--- src/rtl/vram_engine.sv ---
module vram_engine #(
  parameter int AW  = 16,
  parameter int DW  = 8,
  parameter int CAW = 12,
  parameter int HPW = 3
) (
  input  logic          clk,
  input  logic          rst_n,
  input  logic          cmd_valid,
  input  logic [2:0]    cmd_op,
  input  logic [DW-1:0] cmd_data,
  input  logic          gfx_mode,
  input  logic [HPW-1:0] hp_m1,
  output logic          busy,
  output logic          err,
  output logic          rd_valid,
  output logic [DW-1:0] rd_data,
  output logic [AW-1:0] cursor,
  output logic          mem_req,
  input  logic          mem_gnt,
  output logic [AW-1:0] mem_addr,
  output logic          mem_we,
  output logic [DW-1:0] mem_wdata,
  input  logic [DW-1:0] mem_rdata
);
  localparam int BW = $clog2(DW);
  localparam int CW = HPW + 3;
  localparam logic [2:0] OP_WR = 3'd0, OP_RD = 3'd1, OP_CLR = 3'd2,
                         OP_SET = 3'd3, OP_LLO = 3'd4, OP_LHI = 3'd5;
  localparam logic [AW-1:0] CHAR_MASK = {{(AW-CAW){1'b0}}, {CAW{1'b1}}};
  localparam logic [DW-1:0] HI_CHAR   = {{(AW-CAW){1'b0}}, {(CAW-DW){1'b1}}};

  typedef enum logic [1:0] {S_IDLE, S_REQ, S_DATA, S_WB} st_t;

  st_t           st;
  logic [2:0]    op;
  logic [DW-1:0] wbyte, pf;
  logic [BW-1:0] bsel;
  logic [CW-1:0] cnt;

  wire            accept   = cmd_valid && !busy;
  wire [AW-1:0]   amask    = gfx_mode ? {AW{1'b1}} : CHAR_MASK;
  wire [AW-1:0]   cur_next = (cursor + 1'b1) & amask;
  wire [CW-1:0]   hp       = CW'(hp_m1) + 1'b1;
  wire [CW-1:0]   n_rw     = hp + CW'(2);
  wire [CW-1:0]   n_bit    = (hp + 1'b1) << 1;
  wire [DW-1:0]   onehot   = DW'(1) << bsel;
  wire [DW-1:0]   modified = (op == OP_SET) ? (mem_rdata | onehot) : (mem_rdata & ~onehot);

  assign busy      = (st != S_IDLE) || (cnt != '0);
  assign mem_req   = (st == S_REQ) || (st == S_WB);
  assign mem_we    = ((st == S_REQ) && (op == OP_WR)) || (st == S_WB);
  assign mem_addr  = cursor & amask;
  assign mem_wdata = wbyte;

  always_ff @(posedge clk or negedge rst_n) begin
    if (!rst_n) begin
      st       <= S_IDLE;
      op       <= OP_WR;
      wbyte    <= '0;
      pf       <= '0;
      bsel     <= '0;
      cnt      <= '0;
      cursor   <= '0;
      err      <= 1'b0;
      rd_valid <= 1'b0;
      rd_data  <= '0;
    end else begin
      rd_valid <= 1'b0;
      err      <= cmd_valid && busy;
      if (cnt != '0) cnt <= cnt - 1'b1;
      case (st)
        S_IDLE: if (accept) begin
          case (cmd_op)
            OP_LLO: cursor <= {cursor[AW-1:DW], cmd_data};
            OP_LHI: cursor <= {cmd_data & (gfx_mode ? {DW{1'b1}} : HI_CHAR), cursor[DW-1:0]};
            OP_WR, OP_RD, OP_CLR, OP_SET: begin
              op    <= cmd_op;
              wbyte <= cmd_data;
              bsel  <= cmd_data[BW-1:0];
              cnt   <= cmd_op[1] ? n_bit : n_rw;
              st    <= S_REQ;
              if (cmd_op == OP_RD) begin
                rd_data  <= pf;
                rd_valid <= 1'b1;
              end
            end
            default: ;
          endcase
        end
        S_REQ: if (mem_gnt) begin
          if (op == OP_WR) begin
            cursor <= cur_next;
            st     <= S_IDLE;
          end else begin
            st <= S_DATA;
          end
        end
        S_DATA: begin
          if (op == OP_RD) begin
            pf     <= mem_rdata;
            cursor <= cur_next;
            st     <= S_IDLE;
          end else begin
            wbyte <= modified;
            st    <= S_WB;
          end
        end
        S_WB: if (mem_gnt) begin
          cursor <= cur_next;
          st     <= S_IDLE;
        end
        default: st <= S_IDLE;
      endcase
    end
  end
endmodule

--- config.mk ---
export PLATFORM = sky130hd
export DESIGN_NAME = vram_engine
export DESIGN_NICKNAME = d
export VERILOG_FILES = /design/src/rtl/vram_engine.sv
export SDC_FILE = /design/constraint.sdc
export NUM_CORES = 1
export LEC_CHECK = 0
export ABC_AREA = 1
export ABC_CLOCK_PERIOD_IN_PS = 3940
export BUFFER_PORTS_ARGS = -buffer_cell sky130_fd_sc_hd__buf_4
export CORE_MARGIN = 3
export CORE_UTILIZATION = 30
export DETAILED_ROUTE_END_ITERATION = 7
export PLACE_DENSITY = 0.51
export SLEW_MARGIN = 20
export SYNTH_ARGS = -nofsm -noshare
export SYNTH_HDL_FRONTEND = slang
export SYNTH_SLANG_ARGS = --single-unit
--- constraint.sdc ---
create_clock -name clk -period 3.94 [get_ports clk]
set_input_delay 0.197 -clock clk [delete_from_list [all_inputs] [get_ports clk]]
set_output_delay 0.197 -clock clk [all_outputs]
set_load 0.005 [all_outputs]
==> metrics, run 1 <==
Routability Congestion=0.8400; CTS Buf Count=5; CP cell instances=inv_1 > ha_1 > nand4_4 > nor3_2 > nand2_1 > nand2_1 > nand2_1 > nand2_1; Initial Util=0.3134; Area Growth Syn to Fin=22.99%; maximum VDD drop=0.0002713 V; Critical Path End Type=flop; Pre-antenna DRT Iters=5; Most used DFF post-synth=dfrtp_1; Final Power=2.507 mW; Final Hold Vio Count=0; fin area=4270 µm²; Setup-failing EPs final=0; routed len/inst=13.93 µm; Via density=4.734; # port buffers=79; Synth Cell Area=3472 µm²; CTS tree=yes; non-filler cells, final=692; cts hold-fix bufs=1; total track usage=0.1515; # placed instances=683; CP Launch Type=flop; Setup Fix Bufs, Post-CTS=0; drt drc=0; Yosys reg bits=56; Post-synth EDFFs=0; ys async rst share=1.000; Worst path slowest cell=nand2_1; GR Layer Usage met3=0.03024; Setup CP Type=reg -> reg; commonest cells after routing, fill and taps aside=179 x nand2_1, 79 x buf_4, 56 x dfrtp_1; CTS root buf=clkbuf_16; htree depth=2; met2 Use GR=0.2375; cts repair resizes=0; Nets=584; Worst Clk Skew=8.380 ps; Req. time, crit path=4170 ps; largest net degree at the start of global routing=57; antenna violations before repair=0; largest fanout on the critical path=23; clk slew on worst S/H paths=70 ps; status=completed; path type of the worst min-delay path=in -> reg; WL final=9.642 mm; post-synthesis cell count=483; die width=113.6 µm; via count=3,276; mean post-synth cell area=7.189 µm²; placed instance area=4115 µm²; DR iter-0 viols=208; Synth top area share=0.4036; Skew-Pair Late Insertion Delay=290 ps; Power Dens Cells=587.0 nW/µm²; leakage=2.244 nW; Final period util=0.5803; Slew headroom=0.4937; Final min period=2286 ps; I/O pins=80; sequential-to-total area share from yosys stat=0.4036; Crit path largest cell delay=490 ps; Pins Over Slew Limit=0; setup_tns=0 ps; Syn Nets=516; Die H=113.6 µm; cell accounting for the most synthesized area=dfrtp_1; CP delay by family, top=simple AND/OR/NAND/NOR gates; M1 GR Usage=0.2127; most used cell, CP=nand2_1; Buf/Inv on CP=1; Cell variety after synth=34; FILL cells=1,204; full die area=12,900 µm²; Worst-Margin Slew=757.6 ps; Max-Cap Viols=0; share of post-route cells with drive strength above 1=0.2083; unrepaired setup endpoints after global routing=no; Hold Slack=116.2 ps; post-DP HPWL=7.522 mm; clk buf depth=2; most used routing layer=met2; Worst EP arrival=2520 ps; vias in the first global route=3,111; most common cell after layout, fill and taps aside=nand2_1; Synth area leaders=dfrtp_1 40%, nand2_1 19%, nand3_1 6.1%, inv_1 5.6%, o21ai_0 3.9%; synth warn=0; Congestion Overflow GR=0; FMAX=0.4374 GHz; # diodes=0; row cnt=38; area of the core=11,080 µm²; first-pass GRT wire length=15.71 mm; clock sinks=56; final antenna-violating net count=0
Yosys cell counts, types with 3 or more instances:
master    count
nand2_1     179
dfrtp_1      56
inv_1        52
nand3_1      42
nor2_1       30
o21ai_0      27
buf_4        13
a21oi_1      11
mux2_2        8
o21ai_1       7
ha_1          6
nor2_4        5
buf_2         4
nand2_2       4
nand4_1       4
o21bai_1      4
o22ai_1       4
nor3_1        3
xor2_1        3
routing by layer:
metal / routed length (µm) / part of all wire / vias to the layer above
met1: 4631 / 0.48 / 1504
li1: - / - / 1671
met2: 4341 / 0.45 / 85
met3: 490 / 0.051 / 16
met5: 0 / 0 / -
met4: 178 / 0.018 / 0
state kept, by name (all words and copies together) (netlist names):
signal     flops
st             2
rd_valid       1
cnt            6
cursor        16
op             3
bsel           3
rd_data        8
err            1
mem_wdata      8
pf             8
cells by family after synthesis:
group	Yosys count	synth area share
adders and majority gates	6	0.02162
AOI/OAI and AO/OA	59	0.09477
xor gates and xnor gates	5	0.01261
muxes	8	0.02595
DFF	56	0.4036
and+or+nand+nor	275	0.3459
buffers and inverters	74	0.09550
final cells by class:
class                           instances  area, µm²  share of cell area
Sequential cell                        56       1401              0.3282
Clock buffer                            6      128.9             0.03018
Inverter                               55      206.4             0.04834
Timing Repair Buffer                   80      603.1              0.1412
Multi-Input combinational cell        353       1739              0.4073
Clock inverter                          2      16.27            0.003809
Tap cell                              140      175.2             0.04102
final timing paths:
path	end	startpoint	depth (start not counted)	slack (ps)
hold / removal	st[1]	mem_gnt	2	120
setup / recovery	mem_wdata[2]	cnt[0]	8	1650
max in group asynchronous	cursor[14]	rst_n	2	2930
setup reg to reg	mem_wdata[2]	cnt[0]	8	1650
min in group asynchronous	rd_data[2]	rst_n	2	500
hold reg to reg	rd_data[3]	pf[3]	2	470
report_power, final:
group          switching, mW  internal (mW)  leakage [nW]
Combinational          0.662          0.482          1.46
Sequential             0.187          0.731         0.713
Clock                  0.207          0.238        0.0671
Total                   1.06           1.45          2.24
through the flow:
step | util | setup WS (ps)
after floorplan | - | 2414
after global placement | 0.3715 | 1791
after detailed placement | 0.3715 | 1681
after CTS | 0.3855 | 1659
after global routing | 0.3855 | 1472
final | 0.3855 | 1654
Power figures use the tool's default switching activity.
==> inputs of run 2 (changes only) <==
--- a/config.mk
+++ b/config.mk
@@ -5,8 +5,8 @@
 export SDC_FILE = /design/constraint.sdc
 export NUM_CORES = 1
 export LEC_CHECK = 0
-export ABC_AREA = 1
-export ABC_CLOCK_PERIOD_IN_PS = 3940
+export ABC_AREA = 0
+export ABC_CLOCK_PERIOD_IN_PS = 2260
 export BUFFER_PORTS_ARGS = -buffer_cell sky130_fd_sc_hd__buf_4
 export CORE_MARGIN = 3
 export CORE_UTILIZATION = 30
==> constraint.sdc (replaced) <==
create_clock -name clk -period 2.26 [get_ports clk]
set_input_delay 0.113 -clock clk [delete_from_list [all_inputs] [get_ports clk]]
set_output_delay 0.113 -clock clk [all_outputs]
set_load 0.005 [all_outputs]
==> run 2 against run 1 <==
  * Synthesized cell count shrank 28%
  * Fmax grew 9.0%
  * Flip-flop and latch count did not move
  * Largest cell class unchanged
  * Routed wire length is 8.7% lower
  * Critical endpoint unchanged
==> metrics, run 2 <==
CTS Buf Count=5 (unchanged); largest fanout on the critical path=9 (-61%); die width=112.0 µm (-1.4%); Worst-Margin Slew=742.5 ps (-15.10 ps); largest net degree at the start of global routing=57 (unchanged); vias in the first global route=2,768 (-11%); htree depth=2 (unchanged); setup slack after layout=162.5 ps (-1491 ps); clock sinks=56 (unchanged); Slew headroom=0.5050 (+0.01129); Routability Congestion=0.8285 (-1.4%); FMAX=0.4768 GHz (+9.0%); routed len/inst=15.69 µm (+13%); total track usage=0.1426 (-0.008920); Die H=112.0 µm (-1.4%); CP Launch Type=flop; CTS tree=yes; first-pass GRT wire length=14.39 mm (-8.4%); Via density=4.995 (+5.5%); status=completed; Setup-failing EPs final=0 (unchanged); post-synthesis cell count=349 (-28%); antenna violations before repair=0 (unchanged); # placed instances=545 (-20%); Skew-Pair Late Insertion Delay=330 ps (+40 ps); full die area=12,540 µm² (-2.8%); unrepaired setup endpoints after global routing=no; Congestion Overflow GR=0 (unchanged); Worst EP arrival=2320 ps (-200 ps); Worst Clk Skew=18.68 ps (+10.30 ps); row cnt=38 (unchanged); Largest Register=cursor; mean post-synth cell area=9.651 µm² (+34%); Layout Utilization=0.3863 (+0.0008730); synth warn=0 (unchanged); cell accounting for the most synthesized area=dfrtp_1; DR iter-0 viols=144 (-31%); Post-synth EDFFs=0 (unchanged); CTS root buf=clkbuf_8; Synth Cell Area=3368 µm² (-3.0%); max FFs per register=16 (unchanged); pre-CTS setup slack=158.2 ps (-1522 ps); Req. time, crit path=2480 ps (-1690 ps); Final Hold Vio Count=0 (unchanged); Critical Path End Type=flop; commonest cells after routing, fill and taps aside=84 x buf_4, 56 x dfrtp_1, 43 x nand2_1; non-filler cells, final=561 (-19%); DR top layer=met4; path type of the worst min-delay path=in -> reg; drt drc=0 (unchanged); # port buffers=79 (unchanged); area of the core=10,890 µm² (-1.7%); Final min period=2098 ps (-188.8 ps); Area Growth Syn to Fin=24.89%; setup_tns=0 ps (unchanged); Initial Util=0.3094 (-0.004064); via count=2,802 (-14%); ys async rst share=1.000 (unchanged); Nets=453 (-22%); Max-Cap Viols=0 (unchanged); WL met1=4.209 mm (-9.1%); Hold Slack=9.260 ps (-107.0 ps); synth cell count leaders=56 x dfrtp_1, 43 x nand2_1, 22 x nor2_1; Met2 Wirelength=4.004 mm (-7.8%); clk slew on worst S/H paths=110 ps (+40 ps); metal3 WL=441 µm (-10%); most common cell after layout, fill and taps aside=buf_4; Setup CP Type=reg -> reg; share of post-route cells with drive strength above 1=0.2708 (+0.06245); WL final=8.804 mm (-8.7%); Pre-antenna DRT Iters=4 (-1); Synth top area share=0.4160 (+0.01244); Cell variety after synth=59 (+74%); # diodes=0 (unchanged); most frequent cell after synthesis=dfrtp_1; Power Dens Cells=958.6 nW/µm² (+63%); Syn Nets=382 (-26%); post-DP HPWL=6.542 mm (-13%); Final period util=0.9281 (+0.3478); Pins Over Slew Limit=0 (unchanged); sequential-to-total area share from yosys stat=0.4160 (+0.01244); final antenna-violating net count=0 (unchanged); clk buf depth=2 (unchanged); leakage=1.998 nW (-11%); maximum VDD drop=0.0004503 V (+66%); Most used DFF post-synth=dfrtp_1; I/O pins=80 (unchanged); Synth area leaders=dfrtp_1 42%, mux2_1 5.3%, nand2_1 4.8%, mux2_4 3.6%, a21oi_1 2.7%; Yosys reg bits=56 (unchanged)
[run 2: worst paths after layout]
kind	startpoint	end	slack [ps]	cells after the start
setup / recovery	cnt[0]	mem_wdata[2]	160	8
hold / removal	mem_rdata[5]	pf[5]	9	2
setup reg to reg	cnt[0]	mem_wdata[2]	160	8
hold reg to reg	pf[3]	rd_data[3]	500	1
max in group asynchronous	rst_n	cursor[1]	1380	2
min in group asynchronous	rst_n	rd_data[6]	380	2
[run 2: critical path, stage by stage, from the launching register on]
cell,delay (ps)
dfrtp_1,410
inv_1,90
ha_1,150
and4bb_2,280
nand2_2,90
or3_4,340
a21oi_4,170
buf_12,150
mux2_4,300
[run 2: repair_timing]
| item | CTS | global route |
|---|---|---|
| setup buffers | 0 | 0 |
| resized for setup | 0 | 0 |
| hold endpoints to repair | 63 | 0 |
| hold buffers | 8 | 0 |
[run 2: stage by stage]
stage	total power, mW	area (µm²)
finish	4.033	4207
global route	4.348	4207
CTS	4.088	4207
detailed placement	3.440	4029
global placement	3.419	4029
floorplan	2.728	3368
[run 2: layer usage]
metal,vias to the layer above,track usage
met3,12,0.02826
met1,1339,0.1937
met4,0,0.04407
li1,1376,-
met5,-,0
met2,75,0.2302
[run 2: kinds of logic (layout without fill, tap and decap cells)]
family / Yosys count / in the layout / synth area share
simple gates: 126 / 126 / 0.1976
xor+xnor: 9 / 9 / 0.02340
compound gates: 81 / 81 / 0.1657
mux: 33 / 33 / 0.1159
flops: 56 / 56 / 0.4160
buf+inv: 38 / 110 / 0.05906
fa+ha+maj: 6 / 6 / 0.02229
[run 2: final cells by class]
type	instances	area, µm²
multi-input combinational	255	1768
timing repair buffer	93	730.7
clock inverter	3	28.78
sequential	56	1401
clock buffer	5	68.82
tap	140	175.2
fill	1103	6681
inverter	9	33.78
[run 2: report_power, final]
part	internal (mW)	total, mW	leakage (nW)	switching (mW)
Clock	0.235	0.617	0.0511	0.381
Combinational	1.01	1.97	1.25	0.956
Sequential	1.21	1.45	0.697	0.239
Total	2.46	4.03	2.00	1.58
==> inputs of run 3 (changes only) <==
--- a/config.mk
+++ b/config.mk
@@ -8,8 +8,8 @@
 export ABC_AREA = 0
 export ABC_CLOCK_PERIOD_IN_PS = 2260
 export BUFFER_PORTS_ARGS = -buffer_cell sky130_fd_sc_hd__buf_4
-export CORE_MARGIN = 3
 export CORE_UTILIZATION = 30
+export CTS_BUF_LIST = sky130_fd_sc_hd__clkbuf_4 sky130_fd_sc_hd__clkbuf_8 sky130_fd_sc_hd__clkbuf_16
 export DETAILED_ROUTE_END_ITERATION = 7
 export PLACE_DENSITY = 0.51
 export SLEW_MARGIN = 20
==> run 3 against run 2 <==
  * Power fell by 0.53%
  * Combinational power about the same
  * Via count is 0.46% higher
  * Clock skew down 7.8 ps
  * Flip-flop and latch count unchanged
  * Final cell count is the same
  * Global-route usage increased by 1.3 points
  * Design area down 0.15%
  * Setup slack got worse by 14 ps
  * Die area is 7.0% lower
  * Sequential share of layout area about the same
  * Largest cell class unchanged
==> metrics, run 3 (same netlist as run 2, synthesis figures left out) <==
Setup-failing EPs final=0 (unchanged); Largest Register=cursor; clk slew on worst S/H paths=110 ps (about the same); via count=2,815 (+0.46%); routed len/inst=15.50 µm (-1.2%); Worst-Margin Slew=741.6 ps (-0.8687 ps); maximum VDD drop=0.0003624 V (-20%); commonest cells after routing, fill and taps aside=84 x buf_4, 56 x dfrtp_1, 43 x nand2_1; leakage=1.996 nW (-0.13%); full die area=11,660 µm² (-7.0%); Worst Clk Skew=10.84 ps (-7.847 ps); Die H=108.0 µm (-3.6%); htree depth=2 (unchanged); status=completed; row cnt=38 (unchanged); DR iter-0 viols=98 (-32%); Area Growth Syn to Fin=24.70%; # port buffers=79 (unchanged); Congestion Overflow GR=0 (unchanged); clk buf depth=2 (unchanged); Final Hold Vio Count=0 (unchanged); Critical Path End Type=flop; FMAX=0.4736 GHz (-0.67%); setup_tns=0 ps (unchanged); largest fanout on the critical path=9 (unchanged); area of the core=10,890 µm² (unchanged); Setup CP Type=reg -> reg; Slew headroom=0.5056 (+0.0005790); Initial Util=0.3094 (unchanged); Pre-antenna DRT Iters=4 (unchanged); CTS tree=yes; most common cell after layout, fill and taps aside=buf_4; I/O pins=80 (unchanged); Max-Cap Viols=0 (unchanged); Worst EP arrival=2330 ps (about the same); Final min period=2112 ps (+14.10 ps); total track usage=0.1551 (+0.01254); path type of the worst min-delay path=in -> reg; Via density=5.018 (+0.46%); post-DP HPWL=6.381 mm (-2.5%); # diodes=0 (unchanged); Hold Slack=11.16 ps (+1.896 ps); clock sinks=56 (unchanged); CP Launch Type=flop; largest net degree at the start of global routing=57 (unchanged); Nets=453 (unchanged); Power Dens Cells=955.0 nW/µm² (-0.38%); Req. time, crit path=2480 ps (about the same); Routability Congestion=0.7924 (-4.4%); max FFs per register=16 (unchanged); cts repair resizes=0 (unchanged); antenna violations before repair=0 (unchanged); final antenna-violating net count=0 (unchanged); Skew-Pair Late Insertion Delay=330 ps (about the same); share of post-route cells with drive strength above 1=0.2708 (unchanged); Pins Over Slew Limit=0 (unchanged); unrepaired setup endpoints after global routing=no; WL final=8.694 mm (-1.2%); vias in the first global route=2,649 (-4.3%); first-pass GRT wire length=13.96 mm (-3.0%); CTS Buf Count=5 (unchanged); drt drc=0 (unchanged); CTS root buf=clkbuf_8; Final period util=0.9343 (+0.006240); die width=108.0 µm (-3.6%)
## run 3: cell count changes in the layout (fill, tap and decap cells not counted)
| cell | delta |
|---|---|
| clkinv_4 | +1 |
| inv_6 | -1 |
| clkinv_2 | +1 |
| inv_8 | -1 |
## run 3: per-stage QoR
stage                     setup WS [ps]  utilization  power (mW)  area [µm²]  cells
final                             148.4       0.3858       4.011        4200    561
after global routing              50.87       0.3858       4.316        4200    561
after CTS                         143.2       0.3849       4.059        4190    560
after detailed placement          158.9       0.3700       3.433        4029    545
after global placement            198.2       0.3700       3.408        4029    545
after floorplan                   202.7            -       2.728        3368    349
## run 3: routing by layer
metal  global-route usage  part of all wire  vias to the layer above
li1                     -                 -                     1370
met1               0.2182              0.48                     1357
met2               0.2425              0.46                       80
met3              0.02532             0.044                        8
met4              0.04795             0.015                        0
met5                    0                 0                        -
## run 3: worst paths after layout
path                                endpoint          from  slack, ps  depth (start not counted)
worst max-delay path            mem_wdata[1]        cnt[0]        150                          8
max in group asynchronous            bsel[0]         rst_n       1390                          2
worst min-delay path                   pf[5]  mem_rdata[5]         10                          2
worst min register to register         pf[5]         pf[5]        490                          1
min in group asynchronous              pf[6]         rst_n        390                          2
worst max register to register  mem_wdata[1]        cnt[0]        150                          8
## run 3: repair_timing
action	4_1_cts	5_1_grt
hold buffers	7	1
endpoints found under the hold margin	62	1
setup buffers	0	0
## run 3: worst max-delay path: stages (launching register included)
cell      delay, ps
dfrtp_1         420
inv_1            90
ha_1            150
and4bb_2        280
nand2_2          90
or3_4           350
a21oi_4         170
buf_12          150
mux2_4          290
## run 3: final cells by class
| cell class | count | area (µm²) |
|---|---|---|
| timing repair buffer | 93 | 730.7 |
| multi-input combinational | 255 | 1768 |
| clock buffer | 5 | 68.82 |
| sequential | 56 | 1401 |
| fill | 1111 | 6688 |
| tap | 140 | 175.2 |
| inverter | 9 | 33.78 |
| clock inverter | 3 | 22.52 |
## run 3: report_power, final
part	switching (mW)	leakage, nW	internal, mW
Sequential	0.247	0.697	1.21
Clock	0.372	0.0485	0.224
Combinational	0.948	1.25	1.01
